File: src/rtl/padd_pkg.sv
package padd_pkg;

    typedef enum logic [1:0] {
        MODE_FULL    = 2'b00,
        MODE_HALF    = 2'b01,
        MODE_QUARTER = 2'b10,
        MODE_RSVD    = 2'b11
    } padd_mode_e;

    // generate / not-kill pair for a bit or a group of bits
    typedef struct packed {
        logic g;
        logic nk;
    } gk_t;

    // prefix operator: hi spans the upper bits, lo the bits just below
    function automatic gk_t gk_merge(input gk_t hi, input gk_t lo);
        gk_t r;
        r.g  = hi.g | (hi.nk & lo.g);
        r.nk = hi.nk & lo.nk;
        return r;
    endfunction

    function automatic logic is_quarter(input logic [1:0] m);
        return m[1];
    endfunction

endpackage

File: src/rtl/padd_bitcells.sv
module padd_bitcells
    import padd_pkg::*;
#(
    parameter int W = 32
) (
    input  logic [W-1:0]  a,
    input  logic [W-1:0]  b,
    input  logic [1:0]    mode,
    output gk_t  [W-1:0]  gk,
    output logic [W-1:0]  prop,
    output logic [W-1:0]  bnd
);
    localparam int Q = W / 4;
    localparam int H = W / 2;

    for (genvar i = 0; i < W; i++) begin : g_bit
        if (i == H) begin : g_mid
            assign bnd[i] = (mode != MODE_FULL);
        end else if (i == Q || i == 3 * Q) begin : g_qtr
            assign bnd[i] = is_quarter(mode);
        end else begin : g_none
            assign bnd[i] = 1'b0;
        end
        assign gk[i].g  = a[i] & b[i];
        // OR-AND form: not-kill is held low at an active boundary
        assign gk[i].nk = (a[i] | b[i]) & ~bnd[i];
        assign prop[i]  = a[i] ^ b[i];
    end
endmodule

File: src/rtl/padd_tree.sv
module padd_tree
    import padd_pkg::*;
#(
    parameter int W = 32
) (
    input  gk_t  [W-1:0] leaf,
    output logic [W-1:0] grp_g
);
    localparam int L = $clog2(W);

    gk_t [W-1:0] lvl [0:L];

    assign lvl[0] = leaf;

    for (genvar l = 0; l < L; l++) begin : g_lvl
        localparam int D = 1 << l;
        for (genvar i = 0; i < W; i++) begin : g_cell
            if (i >= D) begin : g_op
                assign lvl[l+1][i] = gk_merge(lvl[l][i], lvl[l][i-D]);
            end else begin : g_pass
                assign lvl[l+1][i] = lvl[l][i];
            end
        end
    end

    for (genvar i = 0; i < W; i++) begin : g_out
        assign grp_g[i] = lvl[L][i].g;
    end
endmodule

File: src/rtl/padd_post.sv
module padd_post
    import padd_pkg::*;
#(
    parameter int W = 32
) (
    input  logic [W-1:0] prop,
    input  logic [W-1:0] grp_g,
    input  logic [W-1:0] bnd,
    input  logic [1:0]   mode,
    output logic [W-1:0] sum_d,
    output logic [3:0]   cout_d
);
    localparam int Q = W / 4;
    localparam int H = W / 2;

    logic [W-1:0] cin;

    for (genvar i = 0; i < W; i++) begin : g_cin
        if (i == 0) begin : g_lsb
            assign cin[i] = 1'b0;
        end else begin : g_up
            assign cin[i] = grp_g[i-1] & ~bnd[i];
        end
    end

    assign sum_d = prop ^ cin;

    always_comb begin
        unique case (mode)
            MODE_FULL: cout_d = {3'b000, grp_g[W-1]};
            MODE_HALF: cout_d = {2'b00, grp_g[W-1], grp_g[H-1]};
            default:   cout_d = {grp_g[W-1], grp_g[3*Q-1], grp_g[H-1], grp_g[Q-1]};
        endcase
    end
endmodule

File: src/rtl/padd_top.sv
module padd_top
    import padd_pkg::*;
#(
    parameter int W = 32
) (
    input  logic         clk,
    input  logic         rst,
    input  logic [W-1:0] a,
    input  logic [W-1:0] b,
    input  logic [1:0]   mode,
    output logic [W-1:0] sum,
    output logic [3:0]   cout
);
    localparam int Q = W / 4;
    localparam int H = W / 2;

    gk_t  [W-1:0] gk;
    logic [W-1:0] prop, bnd, grp_g, sum_d;
    logic [3:0]   cout_d;

    padd_bitcells #(.W(W)) u_cells (
        .a(a), .b(b), .mode(mode), .gk(gk), .prop(prop), .bnd(bnd)
    );

    padd_tree #(.W(W)) u_tree (
        .leaf(gk), .grp_g(grp_g)
    );

    padd_post #(.W(W)) u_post (
        .prop(prop), .grp_g(grp_g), .bnd(bnd), .mode(mode),
        .sum_d(sum_d), .cout_d(cout_d)
    );

    always_ff @(posedge clk) begin
        if (rst) begin
            sum  <= '0;
            cout <= '0;
        end else begin
            sum  <= sum_d;
            cout <= cout_d;
        end
    end

    AST_RESET_CLEAR: assert property (@(posedge clk)
        rst |=> (sum == '0 && cout == 4'b0000));

    AST_FULL_ADD: assert property (@(posedge clk) disable iff (rst)
        (mode == MODE_FULL) |=>
        ({cout[0], sum} == $past({1'b0, a}) + $past({1'b0, b})));

    AST_FULL_UNUSED: assert property (@(posedge clk) disable iff (rst)
        (mode == MODE_FULL) |=> (cout[3:1] == 3'b000));

    AST_HALF_UNUSED: assert property (@(posedge clk) disable iff (rst)
        (mode == MODE_HALF) |=> (cout[3:2] == 2'b00));

    for (genvar j = 0; j < 2; j++) begin : g_chk_half
        AST_HALF_LANE: assert property (@(posedge clk) disable iff (rst)
            (mode == MODE_HALF) |=>
            ({cout[j], sum[j*H +: H]} ==
             $past({1'b0, a[j*H +: H]}) + $past({1'b0, b[j*H +: H]})));
    end

    for (genvar j = 0; j < 4; j++) begin : g_chk_qtr
        AST_QUARTER_LANE: assert property (@(posedge clk) disable iff (rst)
            mode[1] |=>
            ({cout[j], sum[j*Q +: Q]} ==
             $past({1'b0, a[j*Q +: Q]}) + $past({1'b0, b[j*Q +: Q]})));
    end
endmodule

File: config.mk
export PLATFORM = sky130hd
export DESIGN_NAME = padd_top
export DESIGN_NICKNAME = d
export VERILOG_FILES = /design/src/rtl/padd_pkg.sv /design/src/rtl/padd_bitcells.sv /design/src/rtl/padd_tree.sv /design/src/rtl/padd_post.sv /design/src/rtl/padd_top.sv
export SDC_FILE = /design/constraint.sdc
export NUM_CORES = 1
export LEC_CHECK = 0
export ABC_CLOCK_PERIOD_IN_PS = 2400
export BUFFER_PORTS_ARGS = -buffer_cell sky130_fd_sc_hd__buf_2
export CAP_MARGIN = 5
export CORE_UTILIZATION = 45
export DETAILED_ROUTE_END_ITERATION = 16
export PLACE_DENSITY = 0.79
export SLEW_MARGIN = 20
export SYNTH_ARGS = -nofsm -noshare
export SYNTH_HDL_FRONTEND = slang
export SYNTH_SLANG_ARGS = --single-unit
File: constraint.sdc
create_clock -name clk -period 2.4 [get_ports clk]
set_input_delay 0.36 -clock clk [delete_from_list [all_inputs] [get_ports clk]]
set_output_delay 0.36 -clock clk [all_outputs]
set_load 0.01 [all_outputs]
==> results list <==
- After synthesis the netlist holds a flip-flop and latch count of 36.
- The finished cells cover 0.00479 mm^2.
- For this run, the top clock speed supported by timing is 0.429 GHz.
* Path class of the lowest-slack min-delay path: primary input to flip-flop
- Number of distinct standard cells referenced by the synthesized netlist: 62
- In the synthesized netlist the dominant register cell turns out to be sky130_fd_sc_hd__dfxtp_1.
- Summing internal, switching and leakage power gives 2.04 mW.
* Final Hold Fails: 0
* Via Count: 3720
* DP Cell Count: 712
* Sequential-to-total area share from yosys stat: 20.4%
- Aggregate routed wire length: 9760 um
- At the pin with the least slew margin, the transition time is 0.838 ns.
* Power density cells: 426 mW/mm^2
- Setup violations remaining at the end of the flow were counted as 0.
- Gpl congestion: 0.889
- The final max-slew violation count is 0.
* Slew headroom: 44.1%
- Number of antenna diodes: 0
- At the worst endpoint, the arrival time is 2.50 ns.
- Cells with a size suffix above 1 make up 33.7% of the layout.
- Kind of launch point of the worst setup path: primary input
- From left edge to right edge, the die measures 90.6 um.
- Clock tree from TritonCTS: built
* Vias in the first global route: 3692
- First-pass GRT wire length: 16000 um
- The worst hold path was traced through 3 stages.
- In the global route stage, overall resource usage came out at 23.9%.
* Final worst path period share: 97.2%
- Leaving out filler cells and counting taps, the final layout contains 723.
- Static Leak: 2.58 nW
* Peak supply drop: 266 uV
- Final ANT Viol Nets: 0
- Clock buffer count from CTS: 5
* Post-synth ARST share: 0%
- In this run the tool buffered the top-level ports with 103 buffer cells.
- Once placement finished, the instance area stood at 0.00462 mm^2.
* Max Cap Viol: 0
- In this run the mean area of a mapped cell was 7.75 um^2.
* Cell count after synthesis: 456
* Number of enable flip-flop cells after synthesis: 0
* Number of nets in the final layout: 755
* Area of the die: 0.00821 mm^2
* Largest net degree at the start of global routing: 47
* Post-synthesis instance area: 0.00353 mm^2
- The number of hold buffers added after CTS was 0.
* Maximum fanout count along the critical path: 4
* Critical path data required time: 2.56 ns
* Maximum level of the CTS H-tree: 2
- Result of the run: finished, final reports clean
- Initial core utilization: 47.7%
* Clock transition time at the flip-flop clock pins of the worst setup and hold paths: 0.08 ns
* Number of nets produced by synthesis: 588
* Number of sinks on the clock net: 36
* Top Ports: 104
* Antenna violations before repair: 0
- Setup TNS Final: 0 ns
- Area growth from synthesis to final layout: 35.6%
- After global routing the overflow that remains totals 0.
* Number of vias per cell after detailed routing: 5.15
- The initialized floorplan defines 31 standard-cell rows.
- Average wire length per cell after detail routing: 13.5 um
* Category of the worst setup path capture point: flip-flop
- During synthesis, Yosys emitted a total of 0 warnings.
- Buffers from clock root to sink, at most: 2
- Post-route DRC: 0
* Hpwl dp: 8040 um
- Number of detailed-route iterations in the first pass: 4
* Die Y: 90.6 um
- Kind of critical path: primary input to flip-flop
- For this block, the initial DRC count from the detailed router was 158.
- Root buffer selected by CTS: sky130_fd_sc_hd__clkbuf_8
- After layout, the minimum clock period comes to 2.33 ns.
* Core ar.: 0.00741 mm^2
==> cell usage in the layout (no fill, tap or decap), types with 7 or more instances in the layout <==
master / netlist / routed
sky130_fd_sc_hd__nor3_1: 18 / 17
sky130_fd_sc_hd__nand2_1: 15 / 15
sky130_fd_sc_hd__mux2_2: 7 / 7
sky130_fd_sc_hd__nor2_1: 55 / 52
sky130_fd_sc_hd__dfxtp_1: 36 / 36
sky130_fd_sc_hd__xnor2_1: 9 / 9
sky130_fd_sc_hd__xor2_1: 10 / 10
sky130_fd_sc_hd__nor2b_1: 23 / 23
sky130_fd_sc_hd__buf_4: 0 / 63
sky130_fd_sc_hd__ha_1: 63 / 62
sky130_fd_sc_hd__buf_2: 1 / 103
sky130_fd_sc_hd__inv_1: 84 / 84
sky130_fd_sc_hd__o21ai_0: 11 / 10
sky130_fd_sc_hd__a21oi_1: 28 / 27
==> timing repair <==
item                                    in CTS  in global routing
gates resized for setup                      1                 14
endpoints found under the setup margin       3                 10
setup buffers                                0                  3
pin swaps                                    0                  7
==> report_power, final <==
group          leakage [nW]  internal [mW]  switching [mW]
combinational          2.23          0.421           0.455
clock                0.0455          0.235           0.236
sequential            0.300          0.673          0.0200
total                  2.58           1.33           0.711
==> synthesized netlist by cell type, drive strengths merged (3+ instances only) <==
cell type   n  area, um^2
o31ai       6        45.0
o31a        4        35.0
a211oi      5        37.5
o21ai      13        65.1
nor3       19         100
a21oi      28         140
nor2b      23         144
clkbuf      4        15.0
dfxtp      36         721
mux2        9         105
nor2       56         213
o311ai      3        26.3
o21bai      4        30.0
nand2b      4        25.0
nand2      15        56.3
ha         63         788
xor2       10        87.6
nor3b       3        22.5
xnor2       9        78.8
nor4        6        43.8
o211ai      5        42.5
inv        84         315
or2         7        43.8
or3         4        30.0
==> metrics by stage <==
stage          worst slack, ns  hold WS (ns)  util (%)
2_1_floorplan          -0.0405         0.557         -
3_3_place_gp            -0.288         0.717      62.3
3_5_place_dp            -0.338         0.736      62.3
4_1_cts                 0.0516         0.438      63.7
5_1_grt                -0.0347         0.436      64.7
6_report                0.0667         0.427      64.7
==> critical path, cell delays in order <==
cell	delay [ns]
sky130_fd_sc_hd__buf_2	0.11
sky130_fd_sc_hd__ha_4	0.15
sky130_fd_sc_hd__fa_2	0.33
sky130_fd_sc_hd__nor3b_2	0.17
sky130_fd_sc_hd__o311ai_2	0.37
sky130_fd_sc_hd__a211oi_2	0.13
sky130_fd_sc_hd__nor2_2	0.22
sky130_fd_sc_hd__buf_4	0.14
sky130_fd_sc_hd__nor4b_1	0.04
sky130_fd_sc_hd__buf_4	0.13
sky130_fd_sc_hd__nor4_1	0.24
sky130_fd_sc_hd__nor3_2	0.07
==> logic make-up after synthesis <==
kind of cell | count (synthesis) | share of synthesized area [%]
AO/OA/AOI/OAI | 91 | 17.9
XOR/XNOR | 19 | 4.71
adder cells (fa/ha/maj) | 64 | 22.9
buffers and inverters | 90 | 9.60
flip-flops | 36 | 20.4
multiplexers | 9 | 2.98
AND/OR/NAND/NOR | 147 | 21.5
==> registers in the layout, indices dropped and copies added (netlist names) <==
signal and flops:
cout 4, sum 32
==> layer usage <==
| layer | track usage [%] | up-vias | share of wire (%) |
|---|---|---|---|
| met5 | 0 | - | 0 |
| met4 | 6.72 | 0 | 1.8 |
| met3 | 4.88 | 16 | 5.5 |
| met2 | 42.2 | 115 | 48 |
| met1 | 29.0 | 1726 | 44 |
| li1 | - | 1863 | - |
==> cell type report <==
type	instances	area (um^2)
Multi-Input combinational cell	330	2550
Tap cell	99	124
Inverter	84	315
Sequential cell	36	721
Clock buffer	8	90.1
Fill cell	640	2620
Timing Repair Buffer	166	988
==> worst paths after layout <==
check	end	start
worst max-delay path	sum[30]$_SDFF_PP0_	a[0]
worst min-delay path	sum[0]$_SDFF_PP0_	b[0]
No activity file was read; power rests on OpenSTA's default activity.
